==> src/rtl/wdt_pkg.sv <==
package wdt_pkg;
  localparam int ADDR_W = 5;

  localparam logic [ADDR_W-1:0] OFS_MODE    = 5'h00;
  localparam logic [ADDR_W-1:0] OFS_LEN     = 5'h04;
  localparam logic [ADDR_W-1:0] OFS_RELOAD  = 5'h08;
  localparam logic [ADDR_W-1:0] OFS_SWRESET = 5'h14;

  localparam logic [7:0]  MODE_KEY    = 8'h22;
  localparam logic [4:0]  LEN_KEY     = 5'h08;
  localparam logic [31:0] RELOAD_CODE = 32'h0000_1971;
  localparam logic [31:0] SWRST_CODE  = 32'h0000_1209;

  localparam int MODE_W   = 7;
  localparam int MB_EN    = 0;
  localparam int MB_POL   = 1;
  localparam int MB_PIN   = 2;
  localparam int MB_IRQ   = 3;
  localparam int MB_DUAL  = 6;
  localparam logic [MODE_W-1:0] MODE_MASK = 7'h5F;

  localparam int LEN_LSB = 5;

  // timeout units to clock ticks
  function automatic logic [31:0] units_to_ticks(input logic [31:0] units,
                                                 input logic [31:0] tpu);
    return units * tpu;
  endfunction

  // level driven on the external reset pin
  function automatic logic pin_level(input logic rst, input logic pol,
                                     input logic pin_en);
    if (!pin_en) return ~pol;
    return pol ? rst : ~rst;
  endfunction
endpackage

==> src/rtl/wdt_regs.sv <==
module wdt_regs
  import wdt_pkg::*;
#(
  parameter int LEN_W   = 11,
  parameter int MAX_LEN = 1984
) (
  input  logic              clk,
  input  logic              rst_n,
  input  logic              bus_wr,
  input  logic [ADDR_W-1:0] bus_addr,
  input  logic [31:0]       bus_wdata,
  input  logic              expire,
  output logic [MODE_W-1:0] mode_q,
  output logic [LEN_W-1:0]  len_d,
  output logic              reload,
  output logic              sw_evt,
  output logic [31:0]       bus_rdata
);
  localparam int PAD_W = 32 - LEN_W - LEN_LSB;

  logic [LEN_W-1:0]  len_q;
  logic [MODE_W-1:0] mode_d;
  logic mode_wr, len_wr, reload_wr, en_rise;

  assign mode_wr   = bus_wr && bus_addr == OFS_MODE && bus_wdata[31:24] == MODE_KEY;
  assign len_wr    = bus_wr && bus_addr == OFS_LEN && bus_wdata[LEN_LSB-1:0] == LEN_KEY;
  assign reload_wr = bus_wr && bus_addr == OFS_RELOAD && bus_wdata == RELOAD_CODE;
  assign sw_evt    = bus_wr && bus_addr == OFS_SWRESET && bus_wdata == SWRST_CODE;

  assign en_rise = mode_wr && bus_wdata[MB_EN] && !mode_q[MB_EN];
  assign reload  = len_wr || reload_wr || en_rise;
  assign len_d   = len_wr ? bus_wdata[LEN_LSB +: LEN_W] : len_q;

  always_comb begin
    mode_d = mode_q;
    if (mode_wr)     mode_d = bus_wdata[MODE_W-1:0] & MODE_MASK;
    else if (expire) mode_d[MB_EN] = 1'b0;
  end

  always_ff @(posedge clk or negedge rst_n) begin
    if (!rst_n) begin
      mode_q <= '0;
      len_q  <= LEN_W'(MAX_LEN);
    end else begin
      mode_q <= mode_d;
      len_q  <= len_d;
    end
  end

  always_comb begin
    case (bus_addr)
      OFS_MODE: bus_rdata = {{(32-MODE_W){1'b0}}, mode_q};
      OFS_LEN:  bus_rdata = {{PAD_W{1'b0}}, len_q, {LEN_LSB{1'b0}}};
      default:  bus_rdata = '0;
    endcase
  end

  // a mode write with a wrong key leaves the mode alone
  a_r2_mode_key_guard: assert property (@(posedge clk) disable iff (!rst_n)
    bus_wr && bus_addr == OFS_MODE && bus_wdata[31:24] != MODE_KEY && !expire
    |=> $stable(mode_q));
  // a length write with a wrong key leaves the length alone
  a_r3_len_key_guard: assert property (@(posedge clk) disable iff (!rst_n)
    bus_wr && bus_addr == OFS_LEN && bus_wdata[LEN_LSB-1:0] != LEN_KEY
    |=> $stable(len_q));
  // expiry drops the enable bit
  a_r7_expire_disables: assert property (@(posedge clk) disable iff (!rst_n)
    expire && !mode_wr |=> !mode_q[MB_EN]);
endmodule

==> src/rtl/wdt_counter.sv <==
module wdt_counter
  import wdt_pkg::*;
#(
  parameter int LEN_W          = 11,
  parameter int MAX_LEN        = 1984,
  parameter int TICKS_PER_UNIT = 512
) (
  input  logic             clk,
  input  logic             rst_n,
  input  logic             en,
  input  logic             reload,
  input  logic [LEN_W-1:0] len_d,
  output logic             expire
);
  localparam int CNT_W = LEN_W + $clog2(TICKS_PER_UNIT);
  localparam logic [CNT_W-1:0] CNT_INIT =
    CNT_W'(units_to_ticks(32'(MAX_LEN), 32'(TICKS_PER_UNIT)));

  logic [CNT_W-1:0] cnt_q, load_val;
  logic             cnt_zero;

  assign load_val = CNT_W'(units_to_ticks(32'(len_d), 32'(TICKS_PER_UNIT)));
  assign cnt_zero = cnt_q == '0;
  assign expire   = en && cnt_zero && !reload;

  always_ff @(posedge clk or negedge rst_n) begin
    if (!rst_n)                 cnt_q <= CNT_INIT;
    else if (reload || expire)  cnt_q <= load_val;
    else if (en && !cnt_zero)   cnt_q <= cnt_q - 1'b1;
  end

  // enabled count steps down by one each tick
  a_r4_count_step: assert property (@(posedge clk) disable iff (!rst_n)
    en && !cnt_zero && !reload |=> cnt_q == $past(cnt_q) - CNT_W'(1));
  // a disabled count is frozen
  a_r6_frozen: assert property (@(posedge clk) disable iff (!rst_n)
    !en && !reload |=> $stable(cnt_q));
endmodule

==> src/rtl/wdt_pulse.sv <==
module wdt_pulse
  import wdt_pkg::*;
#(
  parameter int PULSE_TICKS = 16
) (
  input  logic clk,
  input  logic rst_n,
  input  logic start,
  input  logic pol,
  input  logic pin_en,
  output logic sys_rst,
  output logic ext_rst_pin
);
  localparam int PW = $clog2(PULSE_TICKS + 1);

  logic [PW-1:0] left_q;

  always_ff @(posedge clk or negedge rst_n) begin
    if (!rst_n)              left_q <= '0;
    else if (start)          left_q <= PW'(PULSE_TICKS);
    else if (left_q != '0)   left_q <= left_q - 1'b1;
  end

  assign sys_rst     = left_q != '0;
  assign ext_rst_pin = pin_level(sys_rst, pol, pin_en);

  // the stretched pulse drains without gaps
  a_r4_pulse_drain: assert property (@(posedge clk) disable iff (!rst_n)
    left_q != '0 && !start |=> left_q == $past(left_q) - PW'(1));
endmodule

==> src/rtl/keyed_wdt.sv <==
module keyed_wdt
  import wdt_pkg::*;
#(
  parameter int TICKS_PER_UNIT = 512,
  parameter int LEN_W          = 11,
  parameter int MAX_LEN        = 1984,
  parameter int PULSE_TICKS    = 16
) (
  input  logic        clk,
  input  logic        rst_n,
  input  logic        bus_wr,
  input  logic [4:0]  bus_addr,
  input  logic [31:0] bus_wdata,
  output logic [31:0] bus_rdata,
  output logic        sys_rst,
  output logic        ext_rst_pin
);
  logic [MODE_W-1:0] mode_q;
  logic [LEN_W-1:0]  len_d;
  logic reload, sw_evt, expire, rst_masked, pulse_start;

  wdt_regs #(.LEN_W(LEN_W), .MAX_LEN(MAX_LEN)) u_regs (
    .clk(clk), .rst_n(rst_n), .bus_wr(bus_wr), .bus_addr(bus_addr),
    .bus_wdata(bus_wdata), .expire(expire), .mode_q(mode_q), .len_d(len_d),
    .reload(reload), .sw_evt(sw_evt), .bus_rdata(bus_rdata));

  wdt_counter #(.LEN_W(LEN_W), .MAX_LEN(MAX_LEN),
                .TICKS_PER_UNIT(TICKS_PER_UNIT)) u_cnt (
    .clk(clk), .rst_n(rst_n), .en(mode_q[MB_EN]), .reload(reload),
    .len_d(len_d), .expire(expire));

  assign rst_masked  = mode_q[MB_IRQ] || mode_q[MB_DUAL];
  assign pulse_start = sw_evt || (expire && !rst_masked);

  wdt_pulse #(.PULSE_TICKS(PULSE_TICKS)) u_pulse (
    .clk(clk), .rst_n(rst_n), .start(pulse_start), .pol(mode_q[MB_POL]),
    .pin_en(mode_q[MB_PIN]), .sys_rst(sys_rst), .ext_rst_pin(ext_rst_pin));

  // an unmasked expiry resets the system on the next edge
  a_r4_expiry_resets: assert property (@(posedge clk) disable iff (!rst_n)
    expire && !rst_masked |=> sys_rst);
  // the software reset code resets on the next edge
  a_r9_swrst_fires: assert property (@(posedge clk) disable iff (!rst_n)
    sw_evt |=> sys_rst);
endmodule

==> config.mk <==
export PLATFORM = sky130hd
export DESIGN_NAME = keyed_wdt
export DESIGN_NICKNAME = d
export VERILOG_FILES = /design/src/rtl/wdt_pkg.sv /design/src/rtl/wdt_regs.sv /design/src/rtl/wdt_counter.sv /design/src/rtl/wdt_pulse.sv /design/src/rtl/keyed_wdt.sv
export SDC_FILE = /design/constraint.sdc
export NUM_CORES = 1
export LEC_CHECK = 0
export BUFFER_PORTS_ARGS = -buffer_cell sky130_fd_sc_hd__buf_2
export CORE_UTILIZATION = 53
export DETAILED_ROUTE_END_ITERATION = 16
export PLACE_DENSITY_LB_ADDON = 0.2
export SLEW_MARGIN = 20
export SYNTH_ARGS = -nofsm -noshare
export SYNTH_HDL_FRONTEND = slang
export SYNTH_SLANG_ARGS = --single-unit
==> constraint.sdc <==
create_clock -name clk -period 2.4 [get_ports clk]
set_input_delay 0.12 -clock clk [delete_from_list [all_inputs] [get_ports clk]]
set_output_delay 0.12 -clock clk [all_outputs]
set_load 0.1 [all_outputs]
Yosys cells after proc, flatten, opt, wreduce, memory -nomap -nowiden
Index checks and enable logic that the tools add are counted.
- reduce and logical (&&, ||, !) cells: 29
- add/sub/neg operators: 2
- equality and inequality tests: 7
- muxes and demuxes: 10
- bitwise operators: 2
- operators by type and width (cell ; count):
    $eq A32 B13 Y1 const B ; 2
    $mux W20 ; 2
    $pmux W16 S2 ; 1
    $logic_not A20 Y1 ; 1
    $sub A20 B1 Y20 const B ; 1
    $logic_and A1 B1 Y1 ; 14
    $mux W11 ; 1
    $eq A5 B4 Y1 const B ; 2
    $mux W5 ; 2
    $eq A8 B6 Y1 const B ; 1
    $reduce_bool A2 Y1 ; 3
    $eq A5 B3 Y1 const B ; 1
    $eq A5 B5 Y1 const B ; 1
    $logic_not A5 Y1 ; 1
    $logic_or A1 B1 Y1 ; 5
    $reduce_bool A5 Y1 ; 1
    $sub A5 B1 Y5 const B ; 1
    $logic_not A1 Y1 ; 4
    $mux W1 ; 4
    $not A1 Y1 ; 2
- register bits: 42
- logic and storage cells: 55
- input bits: 40
- output and inout bits: 34

Depth between registers and ports, before layout
Gate-level depths: netlist of the first run.
- depth after elaboration: 11
- gate-level depth with buffers: 9
- depth with buffers taken out: 8

Hierarchy
Synthesis of the first run repeated with hierarchy kept, for this count alone.
- cell total of the unflattened synthesis: 276
- area, all modules: 2707.6 µm²
- by module, submodules not included (module ; instances ; cells each ; sequential area each (µm²) ; area each (µm²)):
    wdt_counter ; 1 ; 144 ; 506.7 ; 1312.5
    wdt_regs ; 1 ; 103 ; 431.7 ; 1101.1
    wdt_pulse ; 1 ; 27 ; 125.1 ; 282.8
    keyed_wdt ; 1 ; 2 ; 0.0 ; 11.3

Worst setup path before layout of the first run
No wires, ideal clock.
- path type: register -> output
- from: reg u_regs.mode_q[0]
- to: out bus_rdata[0]
- slack: -1.053 ns
- data required time: 2.280 ns
- stages on the path, launching flop included: 3
- path buffers: 0
- arrival time: 3.333 ns
- path through: dfrtp_1 > inv_1 > nor4_1
- word-level cells in the longest chain between the ends: 1
- RTL lines (element ; line ; RTL):
    from (decl) ; wdt_regs.sv:13 ; output logic [MODE_W-1:0] mode_q,
    from (signal assigned) ; wdt_regs.sv:45 ; mode_q <= mode_d;
    $pmux W16 S2 ; wdt_regs.sv:51 ; case (bus_addr)
    to (decl) ; keyed_wdt.sv:14 ; output logic [31:0] bus_rdata,
No other way between the ends.

Final worst setup path of the first run
- from: reg u_cnt.cnt_q[0]
- to: reg u_cnt.cnt_q[13]
- word-level cells in the longest chain between the ends: 5
- elaborated cells between the ends (all ways): 10
- classes of those cells: add/sub (1); mux (2); reduce/logical (7)
- RTL lines (element ; line ; RTL):
    from (decl) ; wdt_counter.sv:19 ; logic [CNT_W-1:0] cnt_q, load_val;
    from (signal assigned) ; wdt_counter.sv:28 ; else if (reload || expire) cnt_q <= load_val;
    from (signal assigned) ; wdt_counter.sv:29 ; else if (en && !cnt_zero) cnt_q <= cnt_q - 1'b1;
    branches (longest 5 deep; another with $sub A20 B1 Y20) ; - ;
Parallel ways; which one is timed is not known. The select of a mux whose other input is x is not followed.
A chain may end at the register's enable or synchronous reset.

==> results of run 1 <==
## sequential cells by signal (all words and copies together), names as in the netlist
| name | flops |
|---|---|
| u_pulse.left_q | 5 |
| u_regs.len_q | 11 |
| u_regs.mode_q | 6 |
| u_cnt.cnt_q | 20 |
## critical path, cell delays in order, from the launching register on
cell and delay [ns]:
dfrtp_1 0.38, inv_1 0.09, ha_1 0.16, nor4b_2 0.39
nand4_1 0.20, o21ai_2 0.17, a21oi_2 0.14, mux2_4 0.35
o22a_1 0.19
## placed cells by master, fill, tap and decap left out, types with 3 or more instances in the layout
cell,instances
nor4b_2,4
xnor2_1,5
and3_1,11
buf_4,11
clkbuf_8,6
o21ai_0,4
mux2i_1,3
xor2_1,8
nand3_1,17
and2_1,6
dfrtp_1,32
o31ai_1,3
nor4_1,9
o22a_1,3
dfstp_2,10
nand2_1,14
mux2_4,4
nor3_1,7
nor2_1,24
buf_2,57
a21oi_1,6
ha_1,3
mux2_2,16
nand4b_1,4
nand2b_1,4
or3_1,3
conb_1,16
inv_1,6
nor3b_1,3
nand4_1,9
## final timing paths
check | end | cells after the start | slack (ns)
hold / removal | u_regs.mode_q[3] | 2 | 0.08
max in group asynchronous | u_cnt.cnt_q[13] | 2 | 1.32
hold reg to reg | u_cnt.cnt_q[18] | 1 | 0.49
min in group asynchronous | u_regs.mode_q[3] | 2 | 0.49
setup reg to reg | u_cnt.cnt_q[13] | 8 | 0.22
setup / recovery | u_cnt.cnt_q[13] | 8 | 0.22
## cell families after synthesis
kind of cell	after synthesis	share of synthesized area, %
buf+inv	31	7.15
mux	24	10.2
simple gates	133	29.9
fa+ha+maj	3	1.37
xor+xnor	14	4.46
other cells	1	0.136
compound gates	30	8.02
flops	42	38.7
## power groups by stage
stage | clock (mW) | combinational, mW | sequential [mW]
finish | 0.471 | 0.412 | 0.794
global route | 0.512 | 0.453 | 0.802
CTS | 0.480 | 0.416 | 0.795
detailed placement | 0 | 0.414 | 0.808
global placement | 0 | 0.404 | 0.807
floorplan | 0 | 0.339 | 0.800
## metrics by stage
stage | cell area, µm² | total power [mW] | utilization, % | setup slack, ns
finish | 3210 | 1.68 | 66.2 | 0.217
CTS | 3210 | 1.69 | 66.2 | 0.196
global placement | 3110 | 1.21 | 64.1 | 0.253
global route | 3210 | 1.77 | 66.2 | 0.0456
detailed placement | 3110 | 1.22 | 64.1 | 0.209
floorplan | 2830 | 1.14 | - | 0.113
## layout make-up
class	count	area [µm²]	share of cell area [%]
Timing Repair Buffer	69	378	11.8
Clock inverter	1	5.00	0.156
Clock buffer	7	86.3	2.69
Inverter	6	22.5	0.701
Sequential cell	42	1060	33.1
Tap cell	67	83.8	2.61
Multi-Input combinational cell	220	1570	48.9
## layer usage
layer / track usage [%] / share of wire [%] / up-vias
li1: - / - / 1121
met1: 31.3 / 48 / 1053
met2: 38.6 / 46 / 66
met3: 4.61 / 4.7 / 10
met4: 8.97 / 1.5 / 0
met5: 0 / 0 / -
## what timing repair did
| action | CTS | global route |
|---|---|---|
| hold endpoints to repair | 32 | 0 |
| hold buffers | 1 | 0 |
| resized for setup | 0 | 0 |
==> results.sh, run 1 <==
export IMPL_first_pass_iters=4
export IMPL_grt_start_max_net_pins=43
export IMPL_post_cts_buffers=0
export IMPL_critPathKind="reg -> reg"
export IMPL_fin_worst_hold_slack_ns=0.0798
export IMPL_synth_top_area_share_pct=29.1
export IMPL_ys_warnings_count=0
export IMPL_yosysTopAreaCell="dfrtp_1"
export IMPL_synthTopCellsByCount="32 x dfrtp_1, 24 x nor2_1, 18 x buf_4, 17 x nand3_1, 16 x mux2_2"
export IMPL_worst_setup_path_end_kind="flop"
export IMPL_clk_path_buf_depth=2
export IMPL_fmax_mhz=458
export IMPL_antennaDiodeCount=0
export IMPL_leakagePower_nw=1.56
export IMPL_p_seq_share_pct=47.3
export IMPL_cts_buffers=5
export IMPL_maxCapViolCount=0
export IMPL_synth_edff_count=0
export IMPL_relSlewSlack_pct=38.3
export IMPL_worstHoldStart="bus_wdata[3]"
export IMPL_antenna_found_initial=0
export IMPL_finalHoldViolCount=0
export IMPL_gp_congestion=0.885
export IMPL_rows=25
export IMPL_area_growth_pct=16.8
export IMPL_synthCells=278
export IMPL_ys_seq_area_share_pct=38.7
export IMPL_routed_via_density=5.46
export IMPL_hpwl_um=4720
export IMPL_n_fill_cell=411
export IMPL_clk_latency_ns=0.30
export IMPL_die_h_um=74
export IMPL_holdCritPathClass="in -> reg"
export IMPL_syn_cell_area_um2=2750
export IMPL_wl_per_cell_um=14.8
export IMPL_path_max_fanout=12
export IMPL_drtIter0Drc=136
export IMPL_cp_start_kind="flop"
export IMPL_synth_seq_cells=42
export IMPL_worst_ir_drop_vdd_uv=452
export IMPL_vias=2250
export IMPL_cts_tree="yes"
export IMPL_clk_pin_slew_ns=0.08
export IMPL_finalCritPeriodShare_pct=91.0
export IMPL_fin_worst_skew_ns=0.00839
export IMPL_setup_violations=0
export IMPL_outcome="completed"
export IMPL_avgSynthCellArea_um2=9.88
export IMPL_power_share_clock_pct=28.1
export IMPL_synth_distinct_cells=58
export IMPL_drcViolationCount=0
export IMPL_port_buffers=57
export IMPL_p_int_mw=1.12
export IMPL_synth_ff_type="dfrtp_1"
export IMPL_start_util_pct=56.7
export IMPL_dp_cells=403
export IMPL_cts_htree_levels=2
export IMPL_finalSetupTns_ns=0
export IMPL_coreArea_um2=4850
export IMPL_yosysMostFrequentCell="dfrtp_1"
export IMPL_root_buffer="clkbuf_8"
export IMPL_cts_sinks=42
export IMPL_share_comb_of_total_power_pct=24.6
export IMPL_crit_arrival_ns=2.36
export IMPL_worst_slew_pin_slew_ns=0.926
export IMPL_dieArea_um2=5480
export IMPL_wl_um=6120
export IMPL_grt_overflow_total=0
export IMPL_rsz0062_at_grt="false"
export IMPL_stdcell_count=412
export IMPL_synth_async_reset_ratio_pct=100
export IMPL_powerDensity_nw_per_um2=522
export IMPL_r2r_start="u_cnt.cnt_q[0]"
export IMPL_grt_pass1_vias=2093
export IMPL_grt_usage_pct=23.6
export IMPL_slew_viol_final=0
export IMPL_cp_startpoint="u_cnt.cnt_q[0]"
export IMPL_p_sw_mw=0.558
export IMPL_io_pins=74
export IMPL_synth_area_top_cells="dfrtp_1 29%, dfstp_2 9.6%, mux2_2 6.6%, buf_4 4.9%, nor2_1 3.3%"
export IMPL_swShare_pct=33.3
export IMPL_grt_pass1_wl_um=9650
export IMPL_fin_nets=387
export IMPL_postRouteAntennaNets=0
export IMPL_dieWidth_um=74
export IMPL_crit_required_ns=2.58
export IMPL_drive_above_1_share_pct=35.9
export IMPL_fin_crit_ns=2.18
(Power assumes the default switching activity.)
==> run 2: changes to the inputs <==
--- a/config.mk
+++ b/config.mk
@@ -5,7 +5,7 @@
 export SDC_FILE = /design/constraint.sdc
 export NUM_CORES = 1
 export LEC_CHECK = 0
-export BUFFER_PORTS_ARGS = -buffer_cell sky130_fd_sc_hd__buf_2
+export BUFFER_PORTS_ARGS = -buffer_cell sky130_fd_sc_hd__buf_4
 export CORE_UTILIZATION = 53
 export DETAILED_ROUTE_END_ITERATION = 16
 export PLACE_DENSITY_LB_ADDON = 0.2
==> run 2 against run 1 <==
Effect of this change:
- sequential power about the same
- highest routed layer unchanged
- core utilization up 3.1 points
- flip-flop and latch count unchanged
- clock power up 1%
- final cell count unchanged
- via count up 2.4%
- sequential share of layout area down 1.5 points
- clock skew up 0.0020 ns
- critical path depth unchanged
- count of clock-buffer cells in the layout unchanged
==> results.sh, run 2 (same netlist as run 1, synthesis figures left out) <==
export IMPL_finalCritPeriodShare_pct=92.0
export IMPL_grt_pass1_wl_um=10400
export IMPL_outcome="completed"
export IMPL_cp_start_kind="flop"
export IMPL_fin_worst_skew_ns=0.0103
export IMPL_utilization_pct=69.3
export IMPL_drcViolationCount=0
export IMPL_top_layer="met4"
export IMPL_cp_startpoint="u_cnt.cnt_q[0]"
export IMPL_io_pins=74
export IMPL_layout_common_cells="68 x buf_4, 32 x dfrtp_1, 24 x nor2_1"
export IMPL_routed_via_density=5.59
export IMPL_r2r_start="u_cnt.cnt_q[0]"
export IMPL_clk_path_buf_depth=2
export IMPL_hpwl_um=4960
export IMPL_relSlewSlack_pct=54.2
export IMPL_setup_slack_ns=0.191
export IMPL_post_cts_buffers=0
export IMPL_wl_met1_um=2980
export IMPL_dieWidth_um=74
export IMPL_vias=2303
export IMPL_finalSetupTns_ns=0
export IMPL_critPathKind="reg -> reg"
export IMPL_rsz0062_at_grt="false"
export IMPL_cts_htree_levels=2
export IMPL_slew_viol_final=0
export IMPL_antenna_found_initial=0
export IMPL_crit_required_ns=2.58
export IMPL_post_place_ws_ns=0.131
export IMPL_powerDensity_nw_per_um2=509
export IMPL_grt_start_max_net_pins=43
export IMPL_dr_wl_met2_um=3080
export IMPL_dpl_instance_area_um2=3250
export IMPL_worst_ir_drop_vdd_uv=410
export IMPL_first_pass_iters=4
export IMPL_root_buffer="clkbuf_8"
export IMPL_start_util_pct=56.7
export IMPL_path_max_fanout=12
export IMPL_reg2reg_slack_ns=0.19
export IMPL_gp_congestion=0.909
export IMPL_die_h_um=74
export IMPL_min_path_cells=2
export IMPL_port_buffers=57
export IMPL_worst_slew_pin_slew_ns=0.687
export IMPL_wl_per_cell_um=15.8
export IMPL_coreArea_um2=4850
export IMPL_cts_tree="yes"
export IMPL_grt_overflow_total=0
export IMPL_worstHoldStart="bus_wdata[3]"
export IMPL_area_growth_pct=22.4
export IMPL_largest_register="u_cnt.cnt_q"
export IMPL_stdcell_count=412
export IMPL_rows=25
export IMPL_top_regs="u_cnt.cnt_q: 20 flops, u_regs.len_q: 11 flops, u_regs.mode_q: 6 flops"
export IMPL_cts_buffers=5
export IMPL_r2r_cells=8
export IMPL_wl_um=6520
export IMPL_dieArea_um2=5480
export IMPL_worst_setup_path_end_kind="flop"
export IMPL_drtIter0Drc=127
export IMPL_antennaDiodeCount=0
export IMPL_clk_pin_slew_ns=0.08
export IMPL_fin_worst_hold_slack_ns=0.0691
export IMPL_dp_cells=403
export IMPL_holdCritPathClass="in -> reg"
export IMPL_fin_nets=387
export IMPL_grt_pass1_vias=2150
export IMPL_maxCapViolCount=0
export IMPL_clk_latency_ns=0.30
export IMPL_postRouteAntennaNets=0
export IMPL_crit_arrival_ns=2.39
export IMPL_route_met3_wl_um=399
export IMPL_largest_reg_flops=20
export IMPL_p_total_mw=1.71
export IMPL_leakagePower_nw=1.61
export IMPL_fmax_mhz=453
export IMPL_grt_usage_pct=25.0
export IMPL_setup_violations=0
export IMPL_r2r_end="u_cnt.cnt_q[13]"
export IMPL_finalHoldViolCount=0
export IMPL_cts_sinks=42
export IMPL_fin_area_um2=3360
export IMPL_fin_crit_ns=2.21
export IMPL_layout_commonest_cell="buf_4"
export IMPL_min_to="u_regs.mode_q[3]"
export IMPL_drive_above_1_share_pct=35.9
[run 2: cell types whose count changed in the layout (fill, tap and decap cells not counted)]
cell	previous run	this run
nor4b_2	4	3
nor4b_4	0	1
buf_4	11	68
buf_2	57	0
[run 2: final cells by class]
class | instances | area, µm²
inverters | 6 | 22.5
flip-flops and latches | 42 | 1060
fillers | 375 | 1490
clock inverters | 1 | 5.00
well taps | 67 | 83.8
clock buffers | 7 | 86.3
multi-input cells | 220 | 1580
repair buffers | 69 | 520
[run 2: power by group]
group          total, mW  internal, mW  switching, mW
sequential         0.796         0.760         0.0364
clock              0.476         0.232          0.244
combinational      0.439         0.148          0.291
total               1.71          1.14          0.572
[run 2: per-layer routing]
| metal | global-route usage, % | up-vias |
|---|---|---|
| li1 | - | 1117 |
| met1 | 34.8 | 1105 |
| met2 | 39.9 | 74 |
| met3 | 5.42 | 7 |
| met4 | 6.62 | 0 |
| met5 | 0 | - |
[run 2: how the worst max path moves through the flow]
stage	endpoint	slack (ns)	cells after the start
after floorplan	bus_rdata[0]	0.11	2
after global placement	u_cnt.cnt_q[19]	0.27	8
after detailed placement	u_cnt.cnt_q[13]	0.13	8
after CTS	u_cnt.cnt_q[13]	0.11	8
after global routing	u_cnt.cnt_q[13]	0.09	8
final	u_cnt.cnt_q[13]	0.19	8
[run 2: critical path: stages (launching register included)]
cell and delay (ns):
dfrtp_1 0.39, inv_1 0.09, ha_1 0.19, nor4b_4 0.36
nand4_1 0.21, o21ai_2 0.17, a21oi_2 0.14, mux2_4 0.35
o22a_1 0.20
[run 2: timing repair]
action                                  CTS  global route
endpoints found under the hold margin    32             0
hold buffers                              1             0
resized for setup                         0             1
endpoints found under the setup margin    0            17
==> run 3: changes to the inputs <==
--- a/config.mk
+++ b/config.mk
@@ -9,6 +9,7 @@
 export CORE_UTILIZATION = 53
 export DETAILED_ROUTE_END_ITERATION = 16
 export PLACE_DENSITY_LB_ADDON = 0.2
+export RECOVER_POWER = 50
 export SLEW_MARGIN = 20
 export SYNTH_ARGS = -nofsm -noshare
 export SYNTH_HDL_FRONTEND = slang
==> run 3 against run 2 <==
Effect of this change:
- non-clock buffer count unchanged
- sequential share of layout area rose by 0.094 points
- critical path depth did not move
- total power is 0.16% lower
- global-route usage unchanged
- final cell count unchanged
- final area down 0.30%
- worst hold slack improved by 0.00053 ns
- core utilization down 0.21 points
- fmax grew 0.54%
- first-iteration DRC count did not move
- die area did not move
==> results.sh, run 3 (same netlist as run 1, synthesis figures left out) <==
export IMPL_clk_latency_ns=0.30
export IMPL_setup_violations=0
export IMPL_worst_slew_pin_slew_ns=1.04
export IMPL_wl_per_cell_um=15.8
export IMPL_worst_ir_drop_vdd_uv=410
export IMPL_io_pins=74
export IMPL_fmax_mhz=455
export IMPL_critPathKind="reg -> reg"
export IMPL_postRouteAntennaNets=0
export IMPL_fin_crit_ns=2.20
export IMPL_routed_via_density=5.66
export IMPL_crit_arrival_ns=2.38
export IMPL_relSlewSlack_pct=30.7
export IMPL_reg2reg_slack_ns=0.20
export IMPL_largest_reg_flops=20
export IMPL_grt_pass1_wl_um=10400
export IMPL_maxCapViolCount=0
export IMPL_path_max_fanout=12
export IMPL_top_regs="u_cnt.cnt_q: 20 flops, u_regs.len_q: 11 flops, u_regs.mode_q: 6 flops"
export IMPL_area_growth_pct=22.0
export IMPL_grt_start_max_net_pins=43
export IMPL_powerDensity_nw_per_um2=510
export IMPL_port_buffers=57
export IMPL_rsz0062_at_grt="false"
export IMPL_layout_commonest_cell="buf_4"
export IMPL_cts_htree_levels=2
export IMPL_drcViolationCount=0
export IMPL_worst_setup_path_end_kind="flop"
export IMPL_layout_common_cells="65 x buf_4, 32 x dfrtp_1, 24 x nor2_1"
export IMPL_first_pass_iters=4
export IMPL_drive_above_1_share_pct=33.3
export IMPL_dieArea_um2=5480
export IMPL_r2r_start="u_cnt.cnt_q[0]"
export IMPL_start_util_pct=56.7
export IMPL_clk_path_buf_depth=2
export IMPL_finalHoldViolCount=0
export IMPL_rows=25
export IMPL_leakagePower_nw=1.61
export IMPL_antennaDiodeCount=0
export IMPL_vias=2332
export IMPL_root_buffer="clkbuf_8"
export IMPL_gp_congestion=0.909
export IMPL_r2r_cells=8
export IMPL_slew_viol_final=0
export IMPL_post_cts_buffers=0
export IMPL_cp_startpoint="u_cnt.cnt_q[0]"
export IMPL_stdcell_count=412
export IMPL_holdCritPathClass="in -> reg"
export IMPL_finalSetupTns_ns=0
export IMPL_drtIter0Drc=127
export IMPL_critPathCapture="u_cnt.cnt_q[13]"
export IMPL_fin_nets=387
export IMPL_outcome="completed"
export IMPL_cts_sinks=42
export IMPL_clk_pin_slew_ns=0.08
export IMPL_largest_register="u_cnt.cnt_q"
export IMPL_die_h_um=74
export IMPL_cp_start_kind="flop"
export IMPL_antenna_found_initial=0
export IMPL_coreArea_um2=4850
export IMPL_grt_usage_pct=25.0
export IMPL_finalCritPeriodShare_pct=91.5
export IMPL_grt_overflow_total=0
export IMPL_r2r_end="u_cnt.cnt_q[13]"
export IMPL_cts_tree="yes"
export IMPL_fin_worst_skew_ns=0.0109
export IMPL_wl_um=6510
export IMPL_grt_pass1_vias=2150
export IMPL_hpwl_um=4960
export IMPL_crit_required_ns=2.58
export IMPL_dieWidth_um=74
export IMPL_cts_buffers=5
export IMPL_dp_cells=403
## run 3: changes by cell type in the layout (fill, tap and decap cells not counted), sizes merged
cell and change:
buf -3, clkbuf +3
## run 3: power by group
part	leakage, nW	internal (mW)	switching, mW	total [mW]
sequential	0.535	0.760	0.0363	0.796
combinational	1.03	0.146	0.290	0.437
clock	0.0482	0.232	0.244	0.476
## run 3: per-layer routing
layer  global-route usage [%]  wire length, µm  share of wire [%]
met1                     34.8             2980                 46
met2                     39.9             3040                 47
met3                     5.42              434                6.7
met4                     6.62               62               0.95
met5                        0                0                  0
## run 3: layout make-up
cell class	instances	area, µm²
clock buffer	7	86.3
clock inverter	1	5.00
fill	377	1500
inverter	6	22.5
multi-input combinational	220	1580
sequential	42	1060
tap	67	83.8
timing repair buffer	69	510
## run 3: timing repair
action | 4_1_cts | 5_1_grt
endpoints found under the hold margin | 32 | 0
hold buffers | 1 | 0
endpoints found under the setup margin | 0 | 17
resized for setup | 0 | 1
## run 3: stage by stage
step	hold WS [ns]	utilization [%]	power [mW]	cell area, µm²	setup WS (ns)
floorplan	-0.176	-	1.14	2830	0.113
global placement	0.138	67.1	1.23	3250	0.268
detailed placement	0.140	67.1	1.25	3250	0.131
CTS	0.0666	69.2	1.72	3350	0.109
global route	0.0684	69.1	1.79	3350	0.0927
finish	0.0697	69.1	1.71	3350	0.203
## run 3: worst max-delay path, stage by stage, from the launching register on
cell and delay (ns):
dfrtp_1 0.39, inv_1 0.09, ha_1 0.19, nor4b_4 0.35, nand4_1 0.20, o21ai_2 0.17
a21oi_2 0.14, mux2_4 0.35, o22a_1 0.20
## run 3: how the worst min path moves through the flow
stage	start	to	slack, ns	cells past startpoint
6_report	bus_wdata[3]	u_regs.mode_q[3]	0.07	2
5_1_grt	bus_wdata[0]	u_regs.mode_q[0]	0.07	3
4_1_cts	bus_wdata[0]	u_regs.mode_q[0]	0.07	3
3_5_place_dp	rst_n	u_regs.mode_q[4]	0.14	1
3_3_place_gp	rst_n	u_regs.mode_q[4]	0.14	1
2_1_floorplan	rst_n	u_cnt.cnt_q[0]	-0.18	0
